==> src/rtl/smt_pkg.sv <==
package smt_pkg;

    localparam int BYTE_W     = 8;
    localparam int CNT_W      = $clog2(BYTE_W);
    localparam int ADDR_TOP_W = 4;
    localparam int ADDR_W     = ADDR_TOP_W + 2 * BYTE_W;
    localparam int WEL_BIT    = 1;

    localparam logic [BYTE_W-1:0] OP_SET_WEL   = 8'h06;
    localparam logic [BYTE_W-1:0] OP_CLR_WEL   = 8'h04;
    localparam logic [BYTE_W-1:0] OP_RD_STATUS = 8'h05;
    localparam logic [BYTE_W-1:0] OP_WRITE     = 8'h02;
    localparam logic [BYTE_W-1:0] OP_READ      = 8'h03;
    localparam logic [BYTE_W-1:0] OP_SLEEP     = 8'hB9;

    typedef enum logic [3:0] {
        ST_IDLE,
        ST_OPCODE,
        ST_ADDR_HI,
        ST_ADDR_MID,
        ST_ADDR_LO,
        ST_WR_DATA,
        ST_RD_DATA,
        ST_STATUS,
        ST_SKIP,
        ST_SLEEP,
        ST_WAKE
    } ctrl_state_t;

endpackage

==> src/rtl/smt_sync.sv <==
module smt_sync #(
    parameter int               WIDTH     = 1,
    parameter int               STAGES    = 2,
    parameter logic [WIDTH-1:0] RESET_VAL = '0
) (
    input  logic             clk,
    input  logic             rst_n,
    input  logic [WIDTH-1:0] d,
    output logic [WIDTH-1:0] q
);

    logic [WIDTH-1:0] pipe [STAGES];

    always_ff @(posedge clk or negedge rst_n) begin
        if (!rst_n) begin
            for (int i = 0; i < STAGES; i++) pipe[i] <= RESET_VAL;
        end else begin
            pipe[0] <= d;
            for (int i = 1; i < STAGES; i++) pipe[i] <= pipe[i-1];
        end
    end

    assign q = pipe[STAGES-1];

endmodule

==> src/rtl/smt_shifter.sv <==
module smt_shifter
    import smt_pkg::*;
(
    input  logic              clk,
    input  logic              rst_n,
    input  logic              sclk_s,
    input  logic              cs_n_s,
    input  logic              mosi_s,
    input  logic [BYTE_W-1:0] tx_data,
    output logic              frame_start,
    output logic              frame_end,
    output logic              cs_active,
    output logic              byte_valid,
    output logic [BYTE_W-1:0] rx_byte,
    output logic              miso_bit
);

    logic              sclk_q;
    logic              cs_n_q;
    logic [CNT_W-1:0]  bit_cnt;
    logic [BYTE_W-2:0] rx_sr;
    logic [BYTE_W-1:0] tx_sr;
    logic              sclk_rise;
    logic              sclk_fall;

    assign sclk_rise   = sclk_s & ~sclk_q;
    assign sclk_fall   = ~sclk_s & sclk_q;
    assign frame_start = cs_n_q & ~cs_n_s;
    assign frame_end   = ~cs_n_q & cs_n_s;
    assign cs_active   = ~cs_n_s;

    always_ff @(posedge clk or negedge rst_n) begin
        if (!rst_n) begin
            sclk_q     <= 1'b0;
            cs_n_q     <= 1'b1;
            bit_cnt    <= '0;
            rx_sr      <= '0;
            tx_sr      <= '0;
            byte_valid <= 1'b0;
            rx_byte    <= '0;
        end else begin
            sclk_q     <= sclk_s;
            cs_n_q     <= cs_n_s;
            byte_valid <= 1'b0;
            if (cs_n_s) begin
                bit_cnt <= '0;
                tx_sr   <= '0;
            end else if (sclk_rise) begin
                rx_sr   <= {rx_sr[BYTE_W-3:0], mosi_s};
                bit_cnt <= bit_cnt + 1'b1;
                if (bit_cnt == CNT_W'(BYTE_W - 1)) begin
                    byte_valid <= 1'b1;
                    rx_byte    <= {rx_sr, mosi_s};
                end
            end else if (sclk_fall) begin
                if (bit_cnt == '0) tx_sr <= tx_data;
                else               tx_sr <= {tx_sr[BYTE_W-2:0], 1'b0};
            end
        end
    end

    assign miso_bit = tx_sr[BYTE_W-1] & cs_active;

endmodule

==> src/rtl/smt_store.sv <==
module smt_store
    import smt_pkg::*;
#(
    parameter int DEPTH = 256,
    localparam int IDX_W = $clog2(DEPTH)
) (
    input  logic              clk,
    input  logic              rst_n,
    input  logic              we,
    input  logic [IDX_W-1:0]  idx,
    input  logic [BYTE_W-1:0] wdata,
    output logic [BYTE_W-1:0] rdata
);

    logic [BYTE_W-1:0] cells [DEPTH];

    always_ff @(posedge clk or negedge rst_n) begin
        if (!rst_n) begin
            for (int i = 0; i < DEPTH; i++) cells[i] <= '0;
        end else if (we) begin
            cells[idx] <= wdata;
        end
    end

    assign rdata = cells[idx];

endmodule

==> src/rtl/smt_ctrl.sv <==
module smt_ctrl
    import smt_pkg::*;
#(
    parameter int IDX_W = 8
) (
    input  logic              clk,
    input  logic              rst_n,
    input  logic              frame_start,
    input  logic              frame_end,
    input  logic              byte_valid,
    input  logic [BYTE_W-1:0] rx_byte,
    input  logic [BYTE_W-1:0] rd_data,
    output logic [BYTE_W-1:0] tx_data,
    output logic              mem_we,
    output logic [IDX_W-1:0]  mem_idx,
    output logic [BYTE_W-1:0] mem_wdata,
    output logic              wel,
    output logic              stored,
    output logic              sleeping
);

    ctrl_state_t       state;
    ctrl_state_t       state_nx;
    logic              wel_q;
    logic              stored_q;
    logic              is_write_q;
    logic [IDX_W-1:0]  idx_q;
    logic [BYTE_W-1:0] status;

    always_comb begin
        state_nx = state;
        if (state == ST_SLEEP) begin
            if (frame_start) state_nx = ST_WAKE;
        end else if (frame_end) begin
            state_nx = ST_IDLE;
        end else if (state == ST_IDLE) begin
            if (frame_start) state_nx = ST_OPCODE;
        end else if (byte_valid) begin
            unique case (state)
                ST_OPCODE: begin
                    if (rx_byte == OP_RD_STATUS)           state_nx = ST_STATUS;
                    else if (rx_byte == OP_READ)           state_nx = ST_ADDR_HI;
                    else if (rx_byte == OP_WRITE && wel_q) state_nx = ST_ADDR_HI;
                    else if (rx_byte == OP_SLEEP)          state_nx = ST_SLEEP;
                    else                                   state_nx = ST_SKIP;
                end
                ST_ADDR_HI:  state_nx = ST_ADDR_MID;
                ST_ADDR_MID: state_nx = ST_ADDR_LO;
                ST_ADDR_LO:  state_nx = is_write_q ? ST_WR_DATA : ST_RD_DATA;
                ST_WAKE:     state_nx = ST_WAKE;
                default:     state_nx = ST_SKIP;
            endcase
        end
    end

    always_ff @(posedge clk or negedge rst_n) begin
        if (!rst_n) state <= ST_IDLE;
        else        state <= state_nx;
    end

    always_ff @(posedge clk or negedge rst_n) begin
        if (!rst_n) begin
            wel_q      <= 1'b0;
            stored_q   <= 1'b0;
            is_write_q <= 1'b0;
            idx_q      <= '0;
        end else begin
            if (frame_end) begin
                stored_q <= 1'b0;
                if (stored_q) wel_q <= 1'b0;
            end
            if (byte_valid) begin
                unique case (state)
                    ST_OPCODE: begin
                        is_write_q <= (rx_byte == OP_WRITE);
                        if (rx_byte == OP_SET_WEL)      wel_q <= 1'b1;
                        else if (rx_byte == OP_CLR_WEL) wel_q <= 1'b0;
                    end
                    ST_ADDR_HI:              idx_q <= IDX_W'(rx_byte[ADDR_TOP_W-1:0]);
                    ST_ADDR_MID, ST_ADDR_LO: idx_q <= IDX_W'({idx_q, rx_byte});
                    ST_WR_DATA:              stored_q <= 1'b1;
                    default: ;
                endcase
            end
        end
    end

    always_comb begin
        status          = '0;
        status[WEL_BIT] = wel_q;
        mem_we          = byte_valid && (state == ST_WR_DATA);
        mem_wdata       = rx_byte;
        mem_idx         = idx_q;
        wel             = wel_q;
        stored          = stored_q;
        sleeping        = (state == ST_SLEEP);
        unique case (state)
            ST_STATUS:  tx_data = status;
            ST_RD_DATA: tx_data = rd_data;
            default:    tx_data = '0;
        endcase
    end

endmodule

==> src/rtl/serial_mem_target.sv <==
module serial_mem_target
    import smt_pkg::*;
#(
    parameter int DEPTH       = 256,
    parameter int SYNC_STAGES = 2
) (
    input  logic clk,
    input  logic rst_n,
    input  logic spi_sclk,
    input  logic spi_cs_n,
    input  logic spi_mosi,
    output logic spi_miso,
    output logic hibernating
);

    localparam int IDX_W = $clog2(DEPTH);

    logic [2:0]        pins_s;
    logic              frame_start;
    logic              frame_end;
    logic              cs_active;
    logic              byte_valid;
    logic [BYTE_W-1:0] rx_byte;
    logic [BYTE_W-1:0] tx_data;
    logic [BYTE_W-1:0] rd_data;
    logic [BYTE_W-1:0] mem_wdata;
    logic [IDX_W-1:0]  mem_idx;
    logic              mem_we;
    logic              wel;
    logic              stored;

    smt_sync #(
        .WIDTH    (3),
        .STAGES   (SYNC_STAGES),
        .RESET_VAL(3'b100)
    ) u_sync (
        .clk  (clk),
        .rst_n(rst_n),
        .d    ({spi_cs_n, spi_sclk, spi_mosi}),
        .q    (pins_s)
    );

    smt_shifter u_shifter (
        .clk        (clk),
        .rst_n      (rst_n),
        .sclk_s     (pins_s[1]),
        .cs_n_s     (pins_s[2]),
        .mosi_s     (pins_s[0]),
        .tx_data    (tx_data),
        .frame_start(frame_start),
        .frame_end  (frame_end),
        .cs_active  (cs_active),
        .byte_valid (byte_valid),
        .rx_byte    (rx_byte),
        .miso_bit   (spi_miso)
    );

    smt_ctrl #(
        .IDX_W(IDX_W)
    ) u_ctrl (
        .clk        (clk),
        .rst_n      (rst_n),
        .frame_start(frame_start),
        .frame_end  (frame_end),
        .byte_valid (byte_valid),
        .rx_byte    (rx_byte),
        .rd_data    (rd_data),
        .tx_data    (tx_data),
        .mem_we     (mem_we),
        .mem_idx    (mem_idx),
        .mem_wdata  (mem_wdata),
        .wel        (wel),
        .stored     (stored),
        .sleeping   (hibernating)
    );

    smt_store #(
        .DEPTH(DEPTH)
    ) u_store (
        .clk  (clk),
        .rst_n(rst_n),
        .we   (mem_we),
        .idx  (mem_idx),
        .wdata(mem_wdata),
        .rdata(rd_data)
    );

endmodule

==> config.mk <==
export PLATFORM = sky130hd
export DESIGN_NAME = serial_mem_target
export DESIGN_NICKNAME = d
export VERILOG_FILES = /design/src/rtl/smt_pkg.sv /design/src/rtl/smt_sync.sv /design/src/rtl/smt_shifter.sv /design/src/rtl/smt_store.sv /design/src/rtl/smt_ctrl.sv /design/src/rtl/serial_mem_target.sv
export SDC_FILE = /design/constraint.sdc
export NUM_CORES = 2
export LEC_CHECK = 0
export ABC_AREA = 1
export CORE_ASPECT_RATIO = 1.2
export CORE_MARGIN = 2
export CORE_UTILIZATION = 46
export DETAILED_ROUTE_END_ITERATION = 8
export MAX_ROUTING_LAYER = met4
export SYNTH_ARGS = -nofsm -noshare
export SYNTH_HDL_FRONTEND = slang
export SYNTH_HIERARCHICAL = 1
export SYNTH_SLANG_ARGS = --single-unit
==> constraint.sdc <==
create_clock -name clk -period 2.1 [get_ports clk]
set_input_delay 0.42 -clock clk [delete_from_list [all_inputs] [get_ports clk]]
set_output_delay 0.42 -clock clk [all_outputs]
set_load 0.005 [all_outputs]
# [Word-level counts from Yosys, hierarchy flattened]
# Index checks and enable logic that the tools add are counted.
[totals] register_bits=2098 inputBits=5 output_inout_bits=2 wordCells=356
[classes] n_addsub=1 magnitude_cmp=2 eq_ne=19 muxes=38 bitwise_logic=10 reduce_logical=16
[op_table] op="$bwmux W2048" n=1
[op_table] op="$bmux W8 S8" n=1
[op_table] op="$demux W8 S8" n=1
[op_table] op="$mux W8" n=7
[op_table] op="$mux W4" n=9
[op_table] op="$pmux W8 S2" n=2
[op_table] op="$eq A8 B3 Y1 const B" n=3
[op_table] op="$pmux W4 S5" n=1
[op_table] op="$eq A4 B3 Y1 const B" n=4
[op_table] op="$eq A8 B2 Y1 const B" n=2
[op_table] op="$mux W1" n=13
[op_table] op="$ge A9 B9 Y1 const B" n=1
[op_table] op="$lt A9 B1 Y1 const B" n=1
[op_table] op="$not A8 Y9" n=1
[op_table] op="$eq A4 B2 Y1 const B" n=2
[op_table] op="$eq A4 B4 Y1 const B" n=2
[op_table] op="$eq A8 B8 Y1 const B" n=1
[op_table] op="$reduce_and A2 Y1" n=4
[op_table] op="$mux W3" n=2
[op_table] op="$reduce_and A3 Y1" n=2
[op_table] op="$reduce_bool A2 Y1" n=3
[op_table] op="$and A1 B1 Y1" n=5
[op_table] op="$eq A4 B1 Y1 const B" n=1
[op_table] op="$logic_not A4 Y1" n=1
[op_table] op="other kinds (11)" n=16

# [Depth between registers and ports, before layout]
[logic_depth] ltp_word=10 ltp_mapped=21 ltp_nobuf=19

# [Cells and area by module]
# The synthesis kept the hierarchy.
[modules_own_cells] mod="smt_store" instances=1 cells_each=12379 area_each_um2=94333.0 seq_area_each_um2=51249.2
[modules_own_cells] mod="smt_shifter" instances=1 cells_each=161 area_each_um2=1332.5 seq_area_each_um2=726.9
[modules_own_cells] mod="smt_ctrl" instances=1 cells_each=156 area_each_um2=1103.6 seq_area_each_um2=375.4
[modules_own_cells] mod="smt_sync" instances=1 cells_each=9 area_each_um2=175.2 seq_area_each_um2=152.6

# [Worst setup path after synthesis]
# Ideal clock, no wire load.
[synth_path] kind="reg2reg" start="reg u_ctrl.state[0]" end="reg u_store/cells[1037] (netlist bit)" setup_time_ns=0.135 arrival_time_ns=2.053 required_ns=1.965 setup_slack_ns=-0.088 stages_incl_launch_ff=12 n_path_buf=2 synth_period_minus_slack_ns=2.188 cell_sequence="dfrtp_1 inv_2 nor2_4 nand2_1 nor2_1 nand2_1 nor2_4 buf_4 nand2_1 clkbuf_1 nand2_1 o21ai_0"
[synth_via] elab_chain_len=2
[synth_lines] item="from (decl)" line_no="smt_ctrl.sv:22" text="ctrl_state_t state;"
[synth_lines] item="from (signal assigned)" line_no="smt_ctrl.sv:58" text="else state <= state_nx;"
[synth_lines] item="$eq A4 B3 Y1" line_no="smt_ctrl.sv:91" text="mem_we = byte_valid && (state == ST_WR_DATA);"
[synth_lines] item="$logic_and A1 B1 Y1" line_no="smt_ctrl.sv:91"
[synth_lines] item="via mem_we" line_no="serial_mem_target.sv:28" text="logic mem_we;"
[synth_lines] item="to (signal, indexed assignment)" line_no="smt_store.sv:21" text="cells[idx] <= wdata;"
[synth_lines] item="to (decl)" line_no="smt_store.sv:15" text="logic [BYTE_W-1:0] cells [DEPTH];"
# The timed path passes the listed nets, and every way through them passes these cells.
# A chain may end at the register's enable or synchronous reset.

# [Worst setup path after layout]
[layout_path] start="reg u_ctrl.idx_q[0] (netlist: u_ctrl/mem_idx[0])" end="reg u_shifter.tx_sr[3]"
[layout_via] elab_chain_len=9
[layout_lines] item="from (decl)" line_no="smt_ctrl.sv:27" text="logic [IDX_W-1:0] idx_q;"
[layout_lines] item="from (signal assigned)" line_no="smt_ctrl.sv:79" text="ST_ADDR_HI: idx_q <= IDX_W'(rx_byte[ADDR_TOP_W-1:0]);"
[layout_lines] item="from (signal assigned)" line_no="smt_ctrl.sv:80" text="ST_ADDR_MID, ST_ADDR_LO: idx_q <= IDX_W'({idx_q, rx_byte});"
[layout_lines] item="$not A8 Y9 (not written as such)" line_no="smt_store.sv:25" text="assign rdata = cells[idx];"
[layout_lines] item="$bmux W8 S8" line_no="smt_store.sv:25"
[layout_lines] item="$mux W8 (not written as such) (2 in series)" line_no="smt_store.sv:25"
[layout_lines] item="via rd_data[3]" line_no="serial_mem_target.sv:25" text="logic [BYTE_W-1:0] rd_data;"
[layout_lines] item="$pmux W8 S2" line_no="smt_ctrl.sv:97" text="unique case (state)"
[layout_lines] item="via tx_data[3]" line_no="serial_mem_target.sv:24" text="logic [BYTE_W-1:0] tx_data;"
[layout_lines] item="$mux W8" line_no="smt_shifter.sv:56" text="if (bit_cnt == '0) tx_sr <= tx_data;"
[layout_lines] item="$mux W8" line_no="smt_shifter.sv:55" text="end else if (sclk_fall) begin"
[layout_lines] item="$mux W8" line_no="smt_shifter.sv:48" text="end else if (sclk_rise) begin"
[layout_lines] item="$mux W8" line_no="smt_shifter.sv:45" text="if (cs_n_s) begin"
[layout_lines] item="to (signal assigned)" line_no="smt_shifter.sv:56"
[layout_lines] item="to (signal assigned)" line_no="smt_shifter.sv:57" text="else tx_sr <= {tx_sr[BYTE_W-2:0], 1'b0};"
[layout_lines] item="to (decl)" line_no="smt_shifter.sv:22" text="logic [BYTE_W-1:0] tx_sr;"
# The timed path passes the listed nets, and every way through them passes these cells. The select of a mux whose other input is x is not followed.

==> metrics <==
CP startpoint kind=flip-flop; power per cell area=704 mW/mm^2; drt first-iter violations=9,196; Starting Density=0.463; Rows=184; Critical path destination=u_shifter/tx_sr[3]; Leak=55.5 nW; total track usage=0.315; CTS H-tree depth=4; Post-layout nets=13,000; Max-cap violations=0; Worst R2R Path Depth=22; IO Pins=7; pin count of the biggest net entering global routing=97; Via Count=87,100; fin crit share=1.46; WS Path Type=reg -> reg; R2R setup slack=-960 ps; total power=81.7 mW; number of global-route vias before repair=84,200; Synth area leader=dfrtp_1; die span in x=423 um; class of the worst hold path=in -> async; Required @ worst endpoint=2880 ps; top cells by area, synth=dfrtp_1 (54%), nand2_1 (25%), o21ai_0 (7.0%); Slew headroom=0.502; Distinct cells, synth=30; Max Fclk=327 MHz; peak supply drop=821 uV; Worst-Skew Late Latency=900 ps; Post-Syn Nets=12,700; Synth Warn #=6; Num CTS Buffers=217; RSZ-0062 raised after global routing=true; status=complete, but fails checks; r2r startpoint=u_ctrl/mem_idx[0]; Final HPWL DP=211,000 um; Root Buffer Master=clkbuf_16; Final Hold Viols=0; crit-path max FO=15; post-synthesis cell area=0.0969 mm^2; #FFs+latches synth=2,098; Routed WL=331,000 um; Bufs on Longest Clock Path=3; Reg2Reg Capture Point=u_shifter/tx_sr[3]; Synth top area share=0.541; Design Area, Final=0.116 mm^2; Area after DPL=0.106 mm^2; die area=0.214 mm^2; PnR worst setup slack=-957 ps; GR Overflow Total=0; Final Setup Violations=2,025; failing checks=negative setup slack; antenna viol nets, final=0; syn avg cell area=7.63 um^2; Core ar.=0.210 mm^2; first-pass GRT wire length=510,000 um; drt drc=0; Vias/cell=5.47; PortBufs=6; most common cell after layout, fill and taps aside=nand2_1; GP Congestion=0.945; drt pass-1 iters=6; Mapped Cells=12,700; Worst Setup SP=u_ctrl/mem_idx[0]; die height=507 um; Final Skew=69.7 ps; Pins Over Slew Limit=0; clock sinks=2,098; CTS tree=built; sequential fraction of the synthesis area=0.542; Post-synth EDFFs=0; crit end category=flip-flop; Critical Path AT=3840 ps; initial antenna violation count=11; clk slew on worst S/H paths=60 ps; wire length per cell=20.8 um; asr flop ratio synth=1.00; Period minus WS final=3060 ps; Area growth syn-to-layout=19.7%; Worst Tran Pin Value=747 ps; commonest non-fill, non-tap cells in the layout=nand2_1 (6,367), dfrtp_1 (2,092), o21ai_0 (1,303); share of cells above drive strength 1=0.125; Main synth FF type=dfrtp_1
cell usage after synthesis (all sizes together), types with 3 or more instances:
cell / count
inv: 76
o21ai: 2197
clkbuf: 666
dfstp: 3
nand4: 139
ha: 3
buf: 287
nand2: 6497
nand3: 584
dfrtp: 2095
nor2: 148
a21oi: 6
sequential cells by signal, indices dropped and copies added, names as in the netlist:
signal	cells
u_ctrl/wel	1
u_shifter/tx_sr	8
u_shifter/rx_sr	7
u_ctrl/stored	1
u_shifter/sclk_q	1
u_store/cells	2048
u_ctrl/is_write_q	1
u_shifter/bit_cnt	3
u_sync/pipe	3
u_shifter/cs_n_q	1
u_sync/q	3
u_ctrl/state	4
u_ctrl/mem_idx	8
u_shifter/byte_valid	1
u_shifter/rx_byte	8
how the worst min path moves through the flow:
stage                    from                 end
2_1_floorplan           rst_n   u_ctrl/is_write_q
3_3_place_gp   u_sync/pipe[4]         u_sync/q[1]
3_5_place_dp            rst_n  u_store/cells[371]
4_1_cts                 rst_n  u_store/cells[371]
5_1_grt                 rst_n  u_store/cells[371]
6_report                rst_n  u_store/cells[371]
cell type report:
cell class              instances  area, um^2
flip-flops and latches       2098       52500
clock inverters                66         815
inverters                      77         394
fillers                     19600       93500
multi-input cells            9577       41100
well taps                    2790        3490
clock buffers                 326        6410
repair buffers                976       11300
diodes                          7        17.5
routing by layer:
metal	GRT usage	routed length, um
met5	-	0
met4	0.128	14000
met3	0.0444	22300
met2	0.488	154000
met1	0.418	141000
critical path: stages, from the launching register on:
cell and delay [ps]:
dfrtp_4 480, buf_12 150, buf_12 150, nor2_8 40
buf_12 140, buf_12 160, buf_12 160, nand2_1 60
nand4_1 140, nand2_1 100, nand2_1 80, o21ai_2 230
nand2_4 100, nor2_4 230, nor2_2 60, nor2_2 170
nand2_1 80, inv_1 70, nor2_1 40, inv_1 50
nand3_1 60, nand3_1 90, nand2_1 60
cell families (layout without fill, tap and decap cells):
family,after synthesis,after routing,share of synthesized area
adder cells (fa/ha/maj),3,3,0.000387
flip-flops,2098,2098,0.542
AND/OR/NAND/NOR,7369,7369,0.300
AO/OA/AOI/OAI,2205,2205,0.114
buffers and inverters,1030,1445,0.0443
other,0,7,0
per-stage QoR:
stage               setup TNS [ps]  setup WS (ps)  std cells  hold slack, ps   util
floorplan                        0           1.90      12700             124      -
global placement           -629380          -1400      15500             333  0.507
detailed placement         -648180          -1330      15500             333  0.507
CTS                        -496560           -888      15900            33.7  0.549
global route               -689930          -1050      15900             100  0.554
finish                     -561010           -957      15900            86.2  0.554
timing repair:
item,in CTS,in global routing
endpoints found under the setup margin,2051,2058
hold buffers,4,0
buffers inserted,32,6
endpoints found under the hold margin,958,0
pin swaps,55,45
gates resized for setup,268,190
cloned,12,11
power by group:
| part | leakage, nW | switching (mW) | total [mW] | internal [mW] |
|---|---|---|---|---|
| combinational | 22.6 | 1.37 | 1.88 | 0.511 |
| clock | 3.58 | 16.8 | 39.3 | 22.4 |
| sequential | 29.3 | 0.0575 | 40.6 | 40.5 |
| total | 55.5 | 18.3 | 81.7 | 63.4 |
Note: power is estimated with default switching activity, not from simulation.
